### config.mk
export PLATFORM = sky130hd
export DESIGN_NAME = uart_tx_dbuf
export DESIGN_NICKNAME = d
export VERILOG_FILES = /design/src/rtl/uart_tx_pkg.sv /design/src/rtl/tx_bit_timer.sv /design/src/rtl/tx_holding.sv /design/src/rtl/tx_shifter.sv /design/src/rtl/tx_status.sv /design/src/rtl/uart_tx_dbuf.sv
export SDC_FILE = /design/constraint.sdc
export NUM_CORES = 1
export LEC_CHECK = 0
export CAP_MARGIN = 20
export CORE_MARGIN = 5
export CORE_UTILIZATION = 40
export DETAILED_ROUTE_END_ITERATION = 7
export HOLD_SLACK_MARGIN = 0.06
export PLACE_DENSITY = 0.7
export SYNTH_ARGS = -nofsm -noshare
export SYNTH_HDL_FRONTEND = slang
export SYNTH_SLANG_ARGS = --single-unit
### constraint.sdc
create_clock -name clk -period 2.75 [get_ports clk]
set_clock_uncertainty 0.15 [all_clocks]
set_input_delay 0.55 -clock clk [delete_from_list [all_inputs] [get_ports clk]]
set_output_delay 0.55 -clock clk [all_outputs]
set_load 0.01 [all_outputs]
### src/rtl/uart_tx_pkg.sv
package uart_tx_pkg;
  localparam int unsigned DATA_W  = 8;
  localparam int unsigned FRAME_W = DATA_W + 2;
  typedef enum logic {TX_IDLE = 1'b0, TX_SEND = 1'b1} tx_state_e;
endpackage

### src/rtl/tx_bit_timer.sv
module tx_bit_timer #(
  parameter int unsigned DIV_NORM = 16,
  parameter int unsigned DIV_FAST = 8
) (
  input  logic clk,
  input  logic rst_n,
  input  logic restart,
  input  logic run,
  input  logic tick,
  input  logic fast,
  output logic bit_end
);
  localparam int unsigned CNT_W = $clog2(DIV_NORM);

  logic [CNT_W-1:0] cnt_q, cnt_d, lim;

  always_comb begin
    lim     = fast ? CNT_W'(DIV_FAST - 1) : CNT_W'(DIV_NORM - 1);
    bit_end = run && tick && (cnt_q >= lim);
    cnt_d   = cnt_q;
    if (restart) begin
      cnt_d = '0;
    end else if (run && tick) begin
      cnt_d = bit_end ? '0 : cnt_q + 1'b1;
    end
  end

  always_ff @(posedge clk or negedge rst_n) begin
    if (!rst_n) cnt_q <= '0;
    else        cnt_q <= cnt_d;
  end
endmodule

### src/rtl/tx_holding.sv
module tx_holding #(
  parameter int unsigned DW = 8
) (
  input  logic          clk,
  input  logic          rst_n,
  input  logic          wr_en,
  input  logic [DW-1:0] wr_data,
  input  logic          take,
  output logic [DW-1:0] hold_data,
  output logic          hold_full
);
  logic [DW-1:0] data_d;
  logic          full_d;

  always_comb begin
    data_d = wr_en ? wr_data : hold_data;
    if (wr_en)     full_d = 1'b1;
    else if (take) full_d = 1'b0;
    else           full_d = hold_full;
  end

  always_ff @(posedge clk or negedge rst_n) begin
    if (!rst_n) begin
      hold_data <= '0;
      hold_full <= 1'b0;
    end else begin
      hold_data <= data_d;
      hold_full <= full_d;
    end
  end
endmodule

### src/rtl/tx_shifter.sv
module tx_shifter
  import uart_tx_pkg::*;
#(
  parameter int unsigned DW = DATA_W
) (
  input  logic          clk,
  input  logic          rst_n,
  input  logic          hold_full,
  input  logic [DW-1:0] hold_data,
  input  logic          bit_end,
  output logic          take,
  output logic          busy,
  output logic          frame_done,
  output logic          tx_bit
);
  localparam int unsigned FW    = DW + 2;
  localparam int unsigned IDX_W = $clog2(FW);

  tx_state_e        st_q, st_d;
  logic [FW-1:0]    sh_q, sh_d;
  logic [IDX_W-1:0] idx_q, idx_d;
  logic             stop_end;

  always_comb begin
    busy       = (st_q == TX_SEND);
    stop_end   = busy && bit_end && (idx_q == IDX_W'(FW - 1));
    take       = hold_full && (!busy || stop_end);
    frame_done = stop_end && !hold_full;
    tx_bit     = busy ? sh_q[0] : 1'b1;
    st_d  = st_q;
    sh_d  = sh_q;
    idx_d = idx_q;
    if (take) begin
      st_d  = TX_SEND;
      sh_d  = {1'b1, hold_data, 1'b0};
      idx_d = '0;
    end else if (stop_end) begin
      st_d = TX_IDLE;
    end else if (busy && bit_end) begin
      sh_d  = {1'b1, sh_q[FW-1:1]};
      idx_d = idx_q + 1'b1;
    end
  end

  always_ff @(posedge clk or negedge rst_n) begin
    if (!rst_n) begin
      st_q  <= TX_IDLE;
      sh_q  <= '1;
      idx_q <= '0;
    end else begin
      st_q  <= st_d;
      sh_q  <= sh_d;
      idx_q <= idx_d;
    end
  end
endmodule

### src/rtl/tx_status.sv
module tx_status (
  input  logic clk,
  input  logic rst_n,
  input  logic frame_done,
  input  logic done_clr,
  input  logic irq_ack,
  input  logic hold_full,
  input  logic empty_ie,
  input  logic done_ie,
  output logic empty_flag,
  output logic done_flag,
  output logic empty_irq,
  output logic done_irq
);
  logic done_d;

  always_comb begin
    if (frame_done)              done_d = 1'b1;
    else if (done_clr || irq_ack) done_d = 1'b0;
    else                          done_d = done_flag;
    empty_flag = !hold_full;
    empty_irq  = empty_ie && empty_flag;
    done_irq   = done_ie && done_flag;
  end

  always_ff @(posedge clk or negedge rst_n) begin
    if (!rst_n) done_flag <= 1'b0;
    else        done_flag <= done_d;
  end
endmodule

### src/rtl/uart_tx_dbuf.sv
module uart_tx_dbuf
  import uart_tx_pkg::*;
#(
  parameter int unsigned TICKS_NORM = 16,
  parameter int unsigned TICKS_FAST = 8
) (
  input  logic              clk,
  input  logic              rst_n,
  input  logic              baud_tick,
  input  logic              dbl_speed,
  input  logic              wr_en,
  input  logic [DATA_W-1:0] wr_data,
  input  logic              done_clr,
  input  logic              irq_ack,
  input  logic              empty_ie,
  input  logic              done_ie,
  output logic              tx_out,
  output logic              empty_flag,
  output logic              done_flag,
  output logic              empty_irq,
  output logic              done_irq
);
  logic [DATA_W-1:0] hold_data;
  logic hold_full, take, busy, frame_done, bit_end;

  tx_holding #(.DW(DATA_W)) u_hold (
    .clk(clk), .rst_n(rst_n), .wr_en(wr_en), .wr_data(wr_data),
    .take(take), .hold_data(hold_data), .hold_full(hold_full)
  );

  tx_bit_timer #(.DIV_NORM(TICKS_NORM), .DIV_FAST(TICKS_FAST)) u_timer (
    .clk(clk), .rst_n(rst_n), .restart(take), .run(busy),
    .tick(baud_tick), .fast(dbl_speed), .bit_end(bit_end)
  );

  tx_shifter #(.DW(DATA_W)) u_shift (
    .clk(clk), .rst_n(rst_n), .hold_full(hold_full), .hold_data(hold_data),
    .bit_end(bit_end), .take(take), .busy(busy),
    .frame_done(frame_done), .tx_bit(tx_out)
  );

  tx_status u_stat (
    .clk(clk), .rst_n(rst_n), .frame_done(frame_done), .done_clr(done_clr),
    .irq_ack(irq_ack), .hold_full(hold_full), .empty_ie(empty_ie),
    .done_ie(done_ie), .empty_flag(empty_flag), .done_flag(done_flag),
    .empty_irq(empty_irq), .done_irq(done_irq)
  );
endmodule

==> impl_metrics.xml <==
<?xml version="1.0" encoding="UTF-8"?>
<metrics>
  <group name="sta">
    <metric name="whs" unit="ps">364</metric>
    <metric name="worstMarginPinSlew" unit="ps">420</metric>
    <metric name="hold_viol" unit="">0</metric>
    <metric name="maxSlewHeadroom" unit="%">71.9</metric>
    <metric name="setup_viol" unit="">0</metric>
    <metric name="final_period_minus_worst_setup_slack" unit="ps">2360</metric>
    <metric name="finalCritPeriodShare" unit="%">85.6</metric>
    <metric name="grt_setup_unrepaired" unit="">no</metric>
    <metric name="fmax" unit="MHz">425</metric>
    <metric name="timing_max_transition_violations_final" unit="">0</metric>
    <metric name="tns" unit="ps">0</metric>
  </group>
  <group name="layout">
    <metric name="area_growth" unit="%">20.1</metric>
    <metric name="postLayoutCellArea" unit="µm²">1660</metric>
    <metric name="fill_cells" unit="">304</metric>
    <metric name="design.final.nets" unit="">168</metric>
    <metric name="sequential_cell_area_in_the_final_layout" unit="µm²">712</metric>
    <metric name="multi_input_area" unit="µm²">607</metric>
    <metric name="num_antenna_cells" unit="">0</metric>
    <metric name="post-route-util" unit="%">49.9</metric>
    <metric name="final_layout_size_suffix_gt1_share" unit="%">22.6</metric>
  </group>
  <group name="yosys">
    <metric name="post-synth-top-count-cell" unit="">dfrtp_1</metric>
    <metric name="netlist_top_cells_area" unit="">dfrtp_1 (34%), dfstp_2 (17%), mux2_2 (6.5%)</metric>
    <metric name="synth-main-ff-cell" unit="">dfrtp_1</metric>
    <metric name="yosysSeqAreaShare" unit="%">51.4</metric>
    <metric name="syn-cell-area" unit="µm²">1390</metric>
    <metric name="synth_enable_flop_cells" unit="">0</metric>
    <metric name="postSynthCellCount" unit="">125</metric>
    <metric name="synth_largest_area_cell" unit="">dfrtp_1</metric>
    <metric name="yosys_warnings" unit="">0</metric>
    <metric name="synth.avg_cell_area" unit="µm²">11.1</metric>
    <metric name="syn-num-nets" unit="">146</metric>
    <metric name="synth_top_area_share" unit="%">34.3</metric>
    <metric name="post_synth_most_frequent_cells" unit="">dfrtp_1 (19), nor2_1 (11), a21oi_1 (10), dfstp_2 (9), mux2_2 (8)</metric>
    <metric name="synthDistinctLibCells" unit="">40</metric>
    <metric name="synth_seq_cells" unit="">28</metric>
    <metric name="async_reset_ff_share" unit="%">100</metric>
  </group>
  <group name="route">
    <metric name="drt-pass1-iter-count" unit="">4</metric>
    <metric name="routed_wirelength" unit="mm">2.63</metric>
    <metric name="route.vias.total" unit="">1023</metric>
    <metric name="vias_per_cell" unit="">5.33</metric>
    <metric name="remaining_drc_errors" unit="">0</metric>
    <metric name="drt.antenna.violating_nets" unit="">0</metric>
    <metric name="detail_route.wl_per_cell" unit="µm">13.7</metric>
    <metric name="dr.first_iter.drc_count" unit="">75</metric>
  </group>
  <group name="placement">
    <metric name="port_buffers" unit="">21</metric>
    <metric name="placement.cell_area" unit="µm²">1630</metric>
    <metric name="post-dp-hpwl" unit="mm">1.93</metric>
    <metric name="place_congestion" unit="">0.824</metric>
  </group>
  <group name="worst_setup_path">
    <metric name="timing.setup.critical_path_class" unit="">input pin to primary output</metric>
    <metric name="worst_path_dominant_cell_family" unit="">buffers and inverters</metric>
    <metric name="worstPathCellList" unit="">clkdlybuf4s50_1 &gt; and2_1 &gt; clkdlybuf4s50_1</metric>
    <metric name="crit_slowest_cell" unit="">clkdlybuf4s50_1</metric>
    <metric name="cp.arrival" unit="ps">1660</metric>
    <metric name="critPathCaptureType" unit="">primary output</metric>
    <metric name="cp_data_required_time" unit="ps">2050</metric>
    <metric name="buffers_and_inverters_on_the_worst_path" unit="">2</metric>
    <metric name="cp-start-kind" unit="">input pin</metric>
    <metric name="critical-path-max-stage-delay" unit="ps">540</metric>
    <metric name="crit_path_max_fanout" unit="">1</metric>
    <metric name="worst_path_most_repeated_cell" unit="">clkdlybuf4s50_1</metric>
  </group>
  <group name="clock_network">
    <metric name="number_of_gates_given_a_new_drive_strength_after_cts" unit="">0</metric>
    <metric name="ctsLongestPathBuffers" unit="">2</metric>
    <metric name="cts_hold_repair.buffers" unit="">0</metric>
    <metric name="cts-buffers-inserted" unit="">3</metric>
    <metric name="clk_root_buffer_cell" unit="">clkbuf_4</metric>
    <metric name="cts.clk_slew.worst_paths" unit="ps">160</metric>
    <metric name="clock_tree_from_tritoncts" unit="">done</metric>
    <metric name="htree_depth" unit="">1</metric>
    <metric name="insertion_delay" unit="ps">330</metric>
    <metric name="cts.sinks" unit="">28</metric>
    <metric name="cts.repair_timing.setup_buffer_count" unit="">0</metric>
  </group>
  <group name="global_routing">
    <metric name="grt_pass1_wl" unit="mm">4.68</metric>
    <metric name="grt_remaining_overflow" unit="">0</metric>
    <metric name="number_of_antenna_violations_at_the_first_check_in_global_routing" unit="">0</metric>
    <metric name="gr-usage-all-layers" unit="%">13.0</metric>
    <metric name="grt_pass1_vias" unit="">1102</metric>
    <metric name="grt_max_degree" unit="">29</metric>
  </group>
  <group name="hold_path">
    <metric name="worst_hold_class" unit="">register to register</metric>
  </group>
  <group name="pwr">
    <metric name="power-per-cell-area" unit="nW/µm²">781</metric>
    <metric name="report.power.total" unit="mW">1.30</metric>
    <metric name="vdd.ir_drop.worst" unit="V">0.000339</metric>
    <metric name="static-leakage-power" unit="nW">0.671</metric>
  </group>
  <group name="die">
    <metric name="die-width" unit="µm">68.8</metric>
    <metric name="floorplan.core_area" unit="µm²">3340</metric>
    <metric name="num_rows" unit="">21</metric>
    <metric name="io_pins" unit="">22</metric>
    <metric name="die_height" unit="µm">68.8</metric>
    <metric name="effective_utilization_at_floorplan" unit="%">41.5</metric>
    <metric name="floorplan.die_area" unit="µm²">4740</metric>
  </group>
  <group name="run">
    <metric name="drv_cap" unit="">0</metric>
  </group>
  <group name="outcome">
    <metric name="outcome" unit="">finished, final reports clean</metric>
  </group>
</metrics>
-- cell families (layout without fill, tap and decap cells) --
family	after synthesis	in the layout	share of synthesized area, %
muxes	10	10	7.95
buffers and inverters	12	33	4.79
and+or+nand+nor	32	32	11.7
DFF	28	28	51.4
adders and majority gates	4	4	3.61
AOI/OAI and AO/OA	39	39	20.5
-- placed cells by master (no fill, tap or decap), types with 3 or more instances in the layout --
cell and instances:
a21oi_1 10, a31oi_1 3, and2_1 3, buf_4 3, clkbuf_4 3, clkdlybuf4s50_1 21, dfrtp_1 19, dfstp_2 9
ha_1 4, inv_1 5, mux2_2 8, nand2_1 6, nor2_1 11, o21ai_0 5, o22ai_1 4, o22ai_2 3
-- flip-flops by register name, summed over array words and instances, names as in the netlist --
signal and cells:
u_hold.hold_full 1, u_timer.cnt_q 4, u_stat.done_flag 1, u_shift.idx_q 4, u_hold.hold_data 8, u_shift.sh_q 9
u_shift.busy 1
-- path summary, 6_finish.rpt --
kind | start | to | slack, ps | cells after the start
max | done_ie | done_irq | 400 | 3
min | u_shift.sh_q[1]$_DFFE_PN1P_ | u_shift.sh_q[0]$_DFFE_PN1P_ | 360 | 2
max reg2reg | u_timer.cnt_q[3]$_DFFE_PN0P_ | u_shift.sh_q[4]$_DFFE_PN1P_ | 770 | 5
min reg2reg | u_shift.sh_q[1]$_DFFE_PN1P_ | u_shift.sh_q[0]$_DFFE_PN1P_ | 360 | 2
max in group asynchronous | rst_n | u_shift.sh_q[6]$_DFFE_PN1P_ | 1720 | 2
min in group asynchronous | rst_n | u_timer.cnt_q[2]$_DFFE_PN0P_ | 410 | 2
-- worst reg2reg max path: cells and delay by family (launching register included) --
kind / cells / cell delay (ps)
adders and majority gates: 1 / 310
DFF: 1 / 440
AOI/OAI and AO/OA: 2 / 520
and+or+nand+nor: 2 / 500
-- power breakdown --
group	total, mW	internal [mW]	switching, mW
sequential	0.690	0.577	0.112
combinational	0.406	0.206	0.200
clock	0.204	0.0811	0.122
-- layout make-up --
cell class	count	share of cell area, %
Timing Repair Buffer	24	14.0
Multi-Input combinational cell	85	36.5
Sequential cell	28	42.8
Clock buffer	4	2.18
Tap cell	46	3.46
Inverter	5	1.13
-- stage by stage --
stage,worst slack (ps),cells
4_1_cts,384,192
3_5_place_dp,252,188
5_1_grt,338,192
6_report,395,192
3_3_place_gp,267,188
2_1_floorplan,835,125
-- metal layers --
metal / global-route usage [%] / vias to the layer above / routed length, µm
li1: - / 499 / -
met1: 16.2 / 502 / 1230
met5: 0 / - / 0
met2: 22.9 / 22 / 1280
met3: 3.40 / 0 / 109
met4: 2.19 / 0 / 0
(Power assumes the default switching activity.)
